--- config.mk ---
export PLATFORM = sky130hd
export DESIGN_NAME = pteg_search
export DESIGN_NICKNAME = d
export VERILOG_FILES = /design/src/rtl/pteg_pkg.sv /design/src/rtl/pteg_cand.sv /design/src/rtl/pteg_access.sv /design/src/rtl/pteg_rc.sv /design/src/rtl/pteg_search.sv
export SDC_FILE = /design/constraint.sdc
export NUM_CORES = 1
export LEC_CHECK = 0
export BUFFER_PORTS_ARGS = -buffer_cell sky130_fd_sc_hd__buf_4
export CORE_ASPECT_RATIO = 1.4
export CORE_MARGIN = 2
export CORE_UTILIZATION = 40
export CTS_BUF_LIST = sky130_fd_sc_hd__clkbuf_2 sky130_fd_sc_hd__clkbuf_4 sky130_fd_sc_hd__clkbuf_8
export DETAILED_ROUTE_END_ITERATION = 7
export PLACE_DENSITY = 0.7
export SLEW_MARGIN = 25
export SYNTH_ARGS = -nofsm -noshare
export SYNTH_HDL_FRONTEND = slang
export SYNTH_SLANG_ARGS = --single-unit
--- constraint.sdc ---
create_clock -name clk -period 3.92 [get_ports clk]
set_input_delay 0.392 -clock clk [delete_from_list [all_inputs] [get_ports clk]]
set_output_delay 0.392 -clock clk [all_outputs]
set_load 0.02 [all_outputs]
--- src/rtl/pteg_pkg.sv ---
package pteg_pkg;

  localparam int DW         = 64;
  localparam int TAG_LSB    = 7;
  localparam int PAGE_SHIFT = 12;
  localparam int REF_BIT    = 8;
  localparam int CHG_BIT    = 7;

  // bits that every match of one search must agree on
  localparam logic [DW-1:0] AGREE_MASK =
      ~((64'h1 << PAGE_SHIFT) - 64'h1) | 64'h7F;

  localparam logic [1:0] ACC_RD = 2'd0;
  localparam logic [1:0] ACC_WR = 2'd1;
  localparam logic [1:0] ACC_FX = 2'd2;

  localparam logic [1:0] RES_GRANT  = 2'd0;
  localparam logic [1:0] RES_PROT   = 2'd1;
  localparam logic [1:0] RES_MISS   = 2'd2;
  localparam logic [1:0] RES_INCONS = 2'd3;

  typedef enum logic [2:0] {
    ST_IDLE, ST_RQ0, ST_WT0, ST_RQ1, ST_WT1, ST_UPD, ST_WR, ST_FIN
  } walk_st_t;

  // returns {read_ok, write_ok}
  function automatic logic [1:0] perm_of(input logic key, input logic [2:0] code);
    logic [1:0] p;
    if (code[2]) begin
      p = 2'b00;
    end else if (!key) begin
      p = (code[1:0] == 2'd3) ? 2'b10 : 2'b11;
    end else begin
      case (code[1:0])
        2'd0:    p = 2'b00;
        2'd2:    p = 2'b11;
        default: p = 2'b10;
      endcase
    end
    return p;
  endfunction

endpackage

--- src/rtl/pteg_cand.sv ---
module pteg_cand
  import pteg_pkg::*;
(
  input  logic [DW-1:0] pte0,
  input  logic [DW-1:0] tag,
  input  logic          sec,
  output logic          hit
);
  logic valid_bit, hid_ok, tag_ok;
  logic unused_cand;

  assign valid_bit   = pte0[0];
  assign hid_ok      = (pte0[1] == sec);
  assign tag_ok      = (pte0[DW-1:TAG_LSB] == tag[DW-1:TAG_LSB]);
  assign hit         = valid_bit & hid_ok & tag_ok;
  assign unused_cand = ^{pte0[TAG_LSB-1:2], tag[TAG_LSB-1:0]};
endmodule

--- src/rtl/pteg_access.sv ---
module pteg_access
  import pteg_pkg::*;
(
  input  logic [DW-1:0] pte1,
  input  logic          key,
  input  logic [1:0]    acc,
  output logic          allow
);
  logic [2:0] code;
  logic [1:0] perm;
  logic       no_exec;
  logic       unused_acc;

  assign code       = {pte1[DW-1], pte1[1:0]};
  assign perm       = perm_of(key, code);
  assign no_exec    = pte1[2] | pte1[3];
  assign unused_acc = ^pte1[DW-2:4];

  always_comb begin
    case (acc)
      ACC_WR:  allow = perm[0];
      ACC_FX:  allow = perm[1] & ~no_exec;
      default: allow = perm[1];
    endcase
  end
endmodule

--- src/rtl/pteg_rc.sv ---
module pteg_rc
  import pteg_pkg::*;
(
  input  logic [DW-1:0] pte1,
  input  logic          granted,
  input  logic          is_wr,
  output logic [DW-1:0] pte1_new,
  output logic          changed
);
  always_comb begin
    pte1_new          = pte1;
    pte1_new[REF_BIT] = 1'b1;
    if (granted && is_wr) pte1_new[CHG_BIT] = 1'b1;
  end
  assign changed = (pte1_new != pte1);
endmodule

--- src/rtl/pteg_search.sv ---
module pteg_search
  import pteg_pkg::*;
#(
  parameter int ADDR_W = 32,
  parameter int N_ENT  = 8,
  localparam int IDX_W = $clog2(N_ENT)
) (
  input  logic              clk,
  input  logic              rst,
  input  logic              start_i,
  input  logic [ADDR_W-1:0] base_i,
  input  logic [63:0]       tag_i,
  input  logic              key_i,
  input  logic [1:0]        acc_i,
  input  logic              sec_i,
  output logic              mem_req_o,
  output logic              mem_we_o,
  output logic [ADDR_W-1:0] mem_addr_o,
  output logic [63:0]       mem_wdata_o,
  input  logic              mem_ready_i,
  input  logic              mem_rvalid_i,
  input  logic [63:0]       mem_rdata_i,
  output logic              done_o,
  output logic [1:0]        res_o,
  output logic [IDX_W-1:0]  idx_o,
  output logic [63:0]       pte1_o
);
  localparam int ENT_SH = 4;
  localparam logic [ADDR_W-1:0] HALF_OFF = ADDR_W'(8);
  localparam logic [IDX_W-1:0]  LAST_IDX = IDX_W'(N_ENT - 1);

  walk_st_t          st;
  logic [IDX_W-1:0]  idx_q, ridx_q;
  logic [ADDR_W-1:0] base_q;
  logic [DW-1:0]     tag_q, rec_q;
  logic              key_q, sec_q;
  logic [1:0]        acc_q;
  logic              found_q, grant_q, incons_q;

  logic              cand_hit, acc_ok, rc_chg, agree_bad, at_last;
  logic [DW-1:0]     rc_new;
  logic [ADDR_W-1:0] scan_addr, wb_addr;

  pteg_cand u_cand (
    .pte0 (mem_rdata_i),
    .tag  (tag_q),
    .sec  (sec_q),
    .hit  (cand_hit)
  );

  pteg_access u_access (
    .pte1  (mem_rdata_i),
    .key   (key_q),
    .acc   (acc_q),
    .allow (acc_ok)
  );

  pteg_rc u_rc (
    .pte1     (rec_q),
    .granted  (grant_q),
    .is_wr    (acc_q == ACC_WR),
    .pte1_new (rc_new),
    .changed  (rc_chg)
  );

  assign agree_bad = found_q && (((rec_q ^ mem_rdata_i) & AGREE_MASK) != '0);
  assign at_last   = (idx_q == LAST_IDX);
  assign scan_addr = base_q + (ADDR_W'(idx_q) << ENT_SH);
  assign wb_addr   = base_q + (ADDR_W'(ridx_q) << ENT_SH) + HALF_OFF;

  always_comb begin
    mem_req_o   = (st == ST_RQ0) || (st == ST_RQ1) || (st == ST_WR);
    mem_we_o    = (st == ST_WR);
    mem_wdata_o = rec_q;
    case (st)
      ST_RQ1:  mem_addr_o = scan_addr + HALF_OFF;
      ST_WR:   mem_addr_o = wb_addr;
      default: mem_addr_o = scan_addr;
    endcase
  end

  always_ff @(posedge clk) begin
    if (rst) begin
      st       <= ST_IDLE;
      idx_q    <= '0;
      ridx_q   <= '0;
      base_q   <= '0;
      tag_q    <= '0;
      rec_q    <= '0;
      key_q    <= 1'b0;
      sec_q    <= 1'b0;
      acc_q    <= ACC_RD;
      found_q  <= 1'b0;
      grant_q  <= 1'b0;
      incons_q <= 1'b0;
      done_o   <= 1'b0;
      res_o    <= RES_MISS;
      idx_o    <= '0;
      pte1_o   <= '0;
    end else begin
      done_o <= 1'b0;
      case (st)
        ST_IDLE: begin
          if (start_i) begin
            base_q   <= base_i;
            tag_q    <= tag_i;
            key_q    <= key_i;
            acc_q    <= acc_i;
            sec_q    <= sec_i;
            idx_q    <= '0;
            ridx_q   <= '0;
            rec_q    <= '0;
            found_q  <= 1'b0;
            grant_q  <= 1'b0;
            incons_q <= 1'b0;
            st       <= ST_RQ0;
          end
        end
        ST_RQ0: if (mem_ready_i) st <= ST_WT0;
        ST_WT0: begin
          if (mem_rvalid_i) begin
            if (cand_hit) begin
              st <= ST_RQ1;
            end else if (at_last) begin
              st <= found_q ? ST_UPD : ST_FIN;
            end else begin
              idx_q <= idx_q + 1'b1;
              st    <= ST_RQ0;
            end
          end
        end
        ST_RQ1: if (mem_ready_i) st <= ST_WT1;
        ST_WT1: begin
          if (mem_rvalid_i) begin
            if (agree_bad) begin
              incons_q <= 1'b1;
              st       <= ST_FIN;
            end else begin
              rec_q   <= mem_rdata_i;
              ridx_q  <= idx_q;
              found_q <= 1'b1;
              if (acc_ok) begin
                grant_q <= 1'b1;
                st      <= ST_UPD;
              end else if (at_last) begin
                st <= ST_UPD;
              end else begin
                idx_q <= idx_q + 1'b1;
                st    <= ST_RQ0;
              end
            end
          end
        end
        ST_UPD: begin
          rec_q <= rc_new;
          st    <= rc_chg ? ST_WR : ST_FIN;
        end
        ST_WR: if (mem_ready_i) st <= ST_FIN;
        ST_FIN: begin
          done_o <= 1'b1;
          idx_o  <= ridx_q;
          pte1_o <= (found_q && !incons_q) ? rec_q : '0;
          if (incons_q)      res_o <= RES_INCONS;
          else if (!found_q) res_o <= RES_MISS;
          else if (grant_q)  res_o <= RES_GRANT;
          else               res_o <= RES_PROT;
          st <= ST_IDLE;
        end
        default: st <= ST_IDLE;
      endcase
    end
  end

  // a pending request keeps its fields until accepted
  p_req_hold_r11: assert property (@(posedge clk) disable iff (rst)
    (mem_req_o && !mem_ready_i) |=> (mem_req_o && $stable(mem_addr_o) &&
                                     $stable(mem_we_o) && $stable(mem_wdata_o)));

  // completion strobe lasts one cycle
  p_done_pulse_r12: assert property (@(posedge clk) disable iff (rst)
    done_o |=> !done_o);

  // write-back only lands on a second doubleword
  p_wb_slot_r9: assert property (@(posedge clk) disable iff (rst)
    (mem_req_o && mem_we_o) |-> (mem_addr_o[3:0] == 4'h8));

  // a reported match always carries the referenced flag
  p_ref_flag_r9: assert property (@(posedge clk) disable iff (rst)
    (done_o && (res_o == RES_GRANT || res_o == RES_PROT)) |-> pte1_o[REF_BIT]);

  // a granted write carries the changed flag
  p_chg_flag_r9: assert property (@(posedge clk) disable iff (rst)
    (done_o && res_o == RES_GRANT && acc_q == ACC_WR) |-> pte1_o[CHG_BIT]);

  // no usable match returns a zero doubleword
  p_zero_miss_r10: assert property (@(posedge clk) disable iff (rst)
    (done_o && (res_o == RES_MISS || res_o == RES_INCONS)) |-> (pte1_o == '0));

endmodule

==> flow_metrics.tcl <==
set metrics [dict create \
    globalRouteTotalUtil_pct 28.2 \
    antenna_found_initial 1 \
    start_kind "register" \
    worstMarginPinSlew_ns 0.977 \
    timing.rr.start "mem_wdata_o[15]" \
    antenna_left 0 \
    wl_per_cell_um 20.5 \
    synth-seq-cells 239 \
    syn_inst 1539 \
    hpwl_um 33900 \
    path_clk_slew_ns 0.06 \
    fill_cells 2842 \
    min_path_type "input pin to register" \
    clock_path_buffers 3 \
    netlist_area_sq_um 12200 \
    io_pins 337 \
    worstSetupEndpointType "output port" \
    grt_pass1_wl_um 69300 \
    switching_share_pct 31.7 \
    synth_area_per_cell_sq_um 7.91 \
    period_share_pct 99.1 \
    num_vias 12600 \
    internal_power_mw 4.43 \
    wl_um 46500 \
    p_switching_mw 2.06 \
    timing_worst_setup_path_type "register to output port" \
    dpl_cell_area_sq_um 15000 \
    overflow 0 \
    seq_area_sq_um 4790 \
    cap_violations 0 \
    core_area_sq_um 29900 \
    cts_hold_buf 0 \
    grt_pass1_vias 12100 \
    row_count 75 \
    htreeDepth 2 \
    seqPwrFrac_pct 42.4 \
    cts_tree "yes" \
    clock.fmax_mhz 257 \
    layout_common_cells "buf_4, nand2_1, dfxtp_1, nor2_1, a22oi_1" \
    hold-worst-slack_ns 0.0729 \
    slew-limit-headroom_pct 34.9 \
    dieArea_sq_um 31900 \
    final_area_sq_um 16200 \
    clk_latency_ns 0.56 \
    drc 0 \
    yosys.area.top_type "dfxtp_1" \
    powerDensity_nw_per_um2 400 \
    path_max_fanout 7 \
    finalSetupViolCount 0 \
    yosys_warnings 0 \
    synth_nets 1721 \
    finalHoldViolations 0 \
    vdd_drop_max_mv 0.290 \
    gp_congestion 0.904 \
    required_ns 3.53 \
    min_from "tag_i[43]" \
    io_buffer_count 329 \
    status "finished clean" \
    final_common_cell "buf_4" \
    initial_utilization_pct 40.7 \
    rsz0062_at_grt "yes" \
    yosysUniqueCellTypes 71 \
    async_reset_ff_share_pct 0 \
    finClkSkew_ns 0.0220 \
    cts_sinks 239 \
    dr.pass1.iters 6 \
    combPwrFrac_pct 21.0 \
    num-nets-final 2035 \
    yosysTopAreaCellShare_pct 39.3 \
    period_needed_ns 3.88 \
    pwr-share-clk_pct 36.6 \
    dieHeight_um 210 \
    leakage_nw 6.76 \
    yosysSeqAreaShare_pct 39.3 \
    via_per_inst 5.57 \
    grt_max_degree 116 \
    setup_tns_ns 0 \
    synth-edff-count 0 \
    multi_input_area_sq_um 7090 \
    drive_gt1_share_pct 27.2 \
    drt-initial-drc-count 935 \
    slew_violations 0 \
    synth_flop_cell "dfxtp_1" \
    arrival_ns 3.49 \
    dieWidth_um 151 \
    syn_to_final_growth_pct 33.2 \
    startpoint "base_q[4]" \
    synth_area_leaders "dfxtp_1, xor2_1, nand2_1" \
    root_buffer "clkbuf_8" \
    numCtsBuffers 40 \
]
## cell type report
| cell class | instances | area share, % |
|---|---|---|
| well taps | 385 | 2.97 |
| repair buffers | 388 | 18.2 |
| clock inverters | 10 | 0.725 |
| flip-flops and latches | 239 | 29.6 |
| inverters | 12 | 0.278 |
| multi-input cells | 1172 | 43.7 |
| diodes | 1 | 0.0154 |
| clock buffers | 58 | 4.50 |
## cells by family after synthesis
kind of cell	after synthesis	synth area share, %
buffers and inverters	128	4.40
flip-flops	239	39.3
adder cells (fa/ha/maj)	13	1.46
AND/OR/NAND/NOR	609	22.1
AO/OA/AOI/OAI	377	20.0
multiplexers	4	0.329
XOR/XNOR	169	12.4
## what timing repair did
action,in CTS,in global routing
buffers inserted,14,9
gates resized for setup,24,23
endpoints found under the setup margin,18,17
pin swaps,11,16
gates cloned,0,0
## per-stage QoR
| stage | total power [mW] | setup slack (ns) | std cells | util, % |
|---|---|---|---|---|
| finish | 6.49 | 0.0360 | 2265 | 54.2 |
| global placement | 4.10 | 0.176 | 2173 | 50.1 |
| floorplan | 3.56 | 0.332 | 1539 | - |
| global route | 6.76 | -0.0983 | 2265 | 54.2 |
| detailed placement | 4.12 | 0.168 | 2173 | 50.1 |
| CTS | 6.51 | 0.0100 | 2255 | 53.6 |
## power groups by stage
| stage | Combinational [mW] | Clock [mW] | Sequential (mW) |
|---|---|---|---|
| floorplan | 0.834 | 0 | 2.73 |
| global placement | 1.31 | 0 | 2.79 |
| detailed placement | 1.33 | 0 | 2.80 |
| CTS | 1.35 | 2.42 | 2.74 |
| global route | 1.48 | 2.51 | 2.77 |
| finish | 1.37 | 2.37 | 2.75 |
## cell usage after synthesis (3+ instances only)
master and count:
nand4_1 20, inv_1 11, a31oi_1 5, buf_6 3, and4_1 4, or4_1 4, o21a_1 3, a21oi_1 133
o22ai_1 6, nor3_1 29, o211ai_1 6, xnor2_1 36, a22oi_1 132, nor2b_1 5, clkbuf_1 84, nand2_1 266
buf_2 17, nand3b_1 3, o21ai_1 3, o221ai_1 8, a311oi_1 3, nor4_1 31, o21ai_0 39, o31ai_1 3
nand2b_1 7, and2_1 3, o2111ai_1 4, a21o_1 5, o21bai_1 3, a211oi_1 5, a21boi_0 3, nor2_1 180
buf_1 9, xor2_1 130, nand3_1 30, ha_1 11, buf_4 3, and3_1 9, dfxtp_1 239, nor3b_1 6
mux2i_1 4
## final timing paths
| path | to | slack [ns] | cells after the start |
|---|---|---|---|
| max | mem_addr_o[31] | 0.04 | 13 |
| min | tag_q[43] | 0.07 | 3 |
| max reg2reg | mem_wdata_o[27] | 0.77 | 10 |
| min reg2reg | base_q[1] | 0.46 | 2 |
## critical path, stage by stage, from the launching register on
cell      delay [ns]
dfxtp_2         0.33
ha_4            0.16
fa_2            0.40
buf_6           0.16
xor2_4          0.13
and3_4          0.22
o21ai_2         0.07
or4_4           0.46
nor4_4          0.25
buf_6           0.17
nand4b_1        0.13
xnor2_1         0.16
o22ai_1         0.14
buf_4           0.17
## metal layers
| metal | GRT usage (%) | vias to the layer above | wire, um |
|---|---|---|---|
| met3 | 6.15 | 130 | 3510 |
| met1 | 30.7 | 5947 | 16600 |
| li1 | - | 6001 | - |
| met5 | 0 | - | 0 |
| met4 | 17.2 | 0 | 2940 |
| met2 | 49.3 | 538 | 23500 |
## flip-flops by register name, summed over array words and instances (netlist names), 3 cells and up
| name | flops |
|---|---|
| mem_wdata_o | 64 |
| base_q | 32 |
| idx_q | 3 |
| pte1_o | 64 |
| ridx_q | 3 |
| idx_o | 3 |
| tag_q | 57 |
| st | 3 |
No activity file was read; power rests on OpenSTA's default activity.
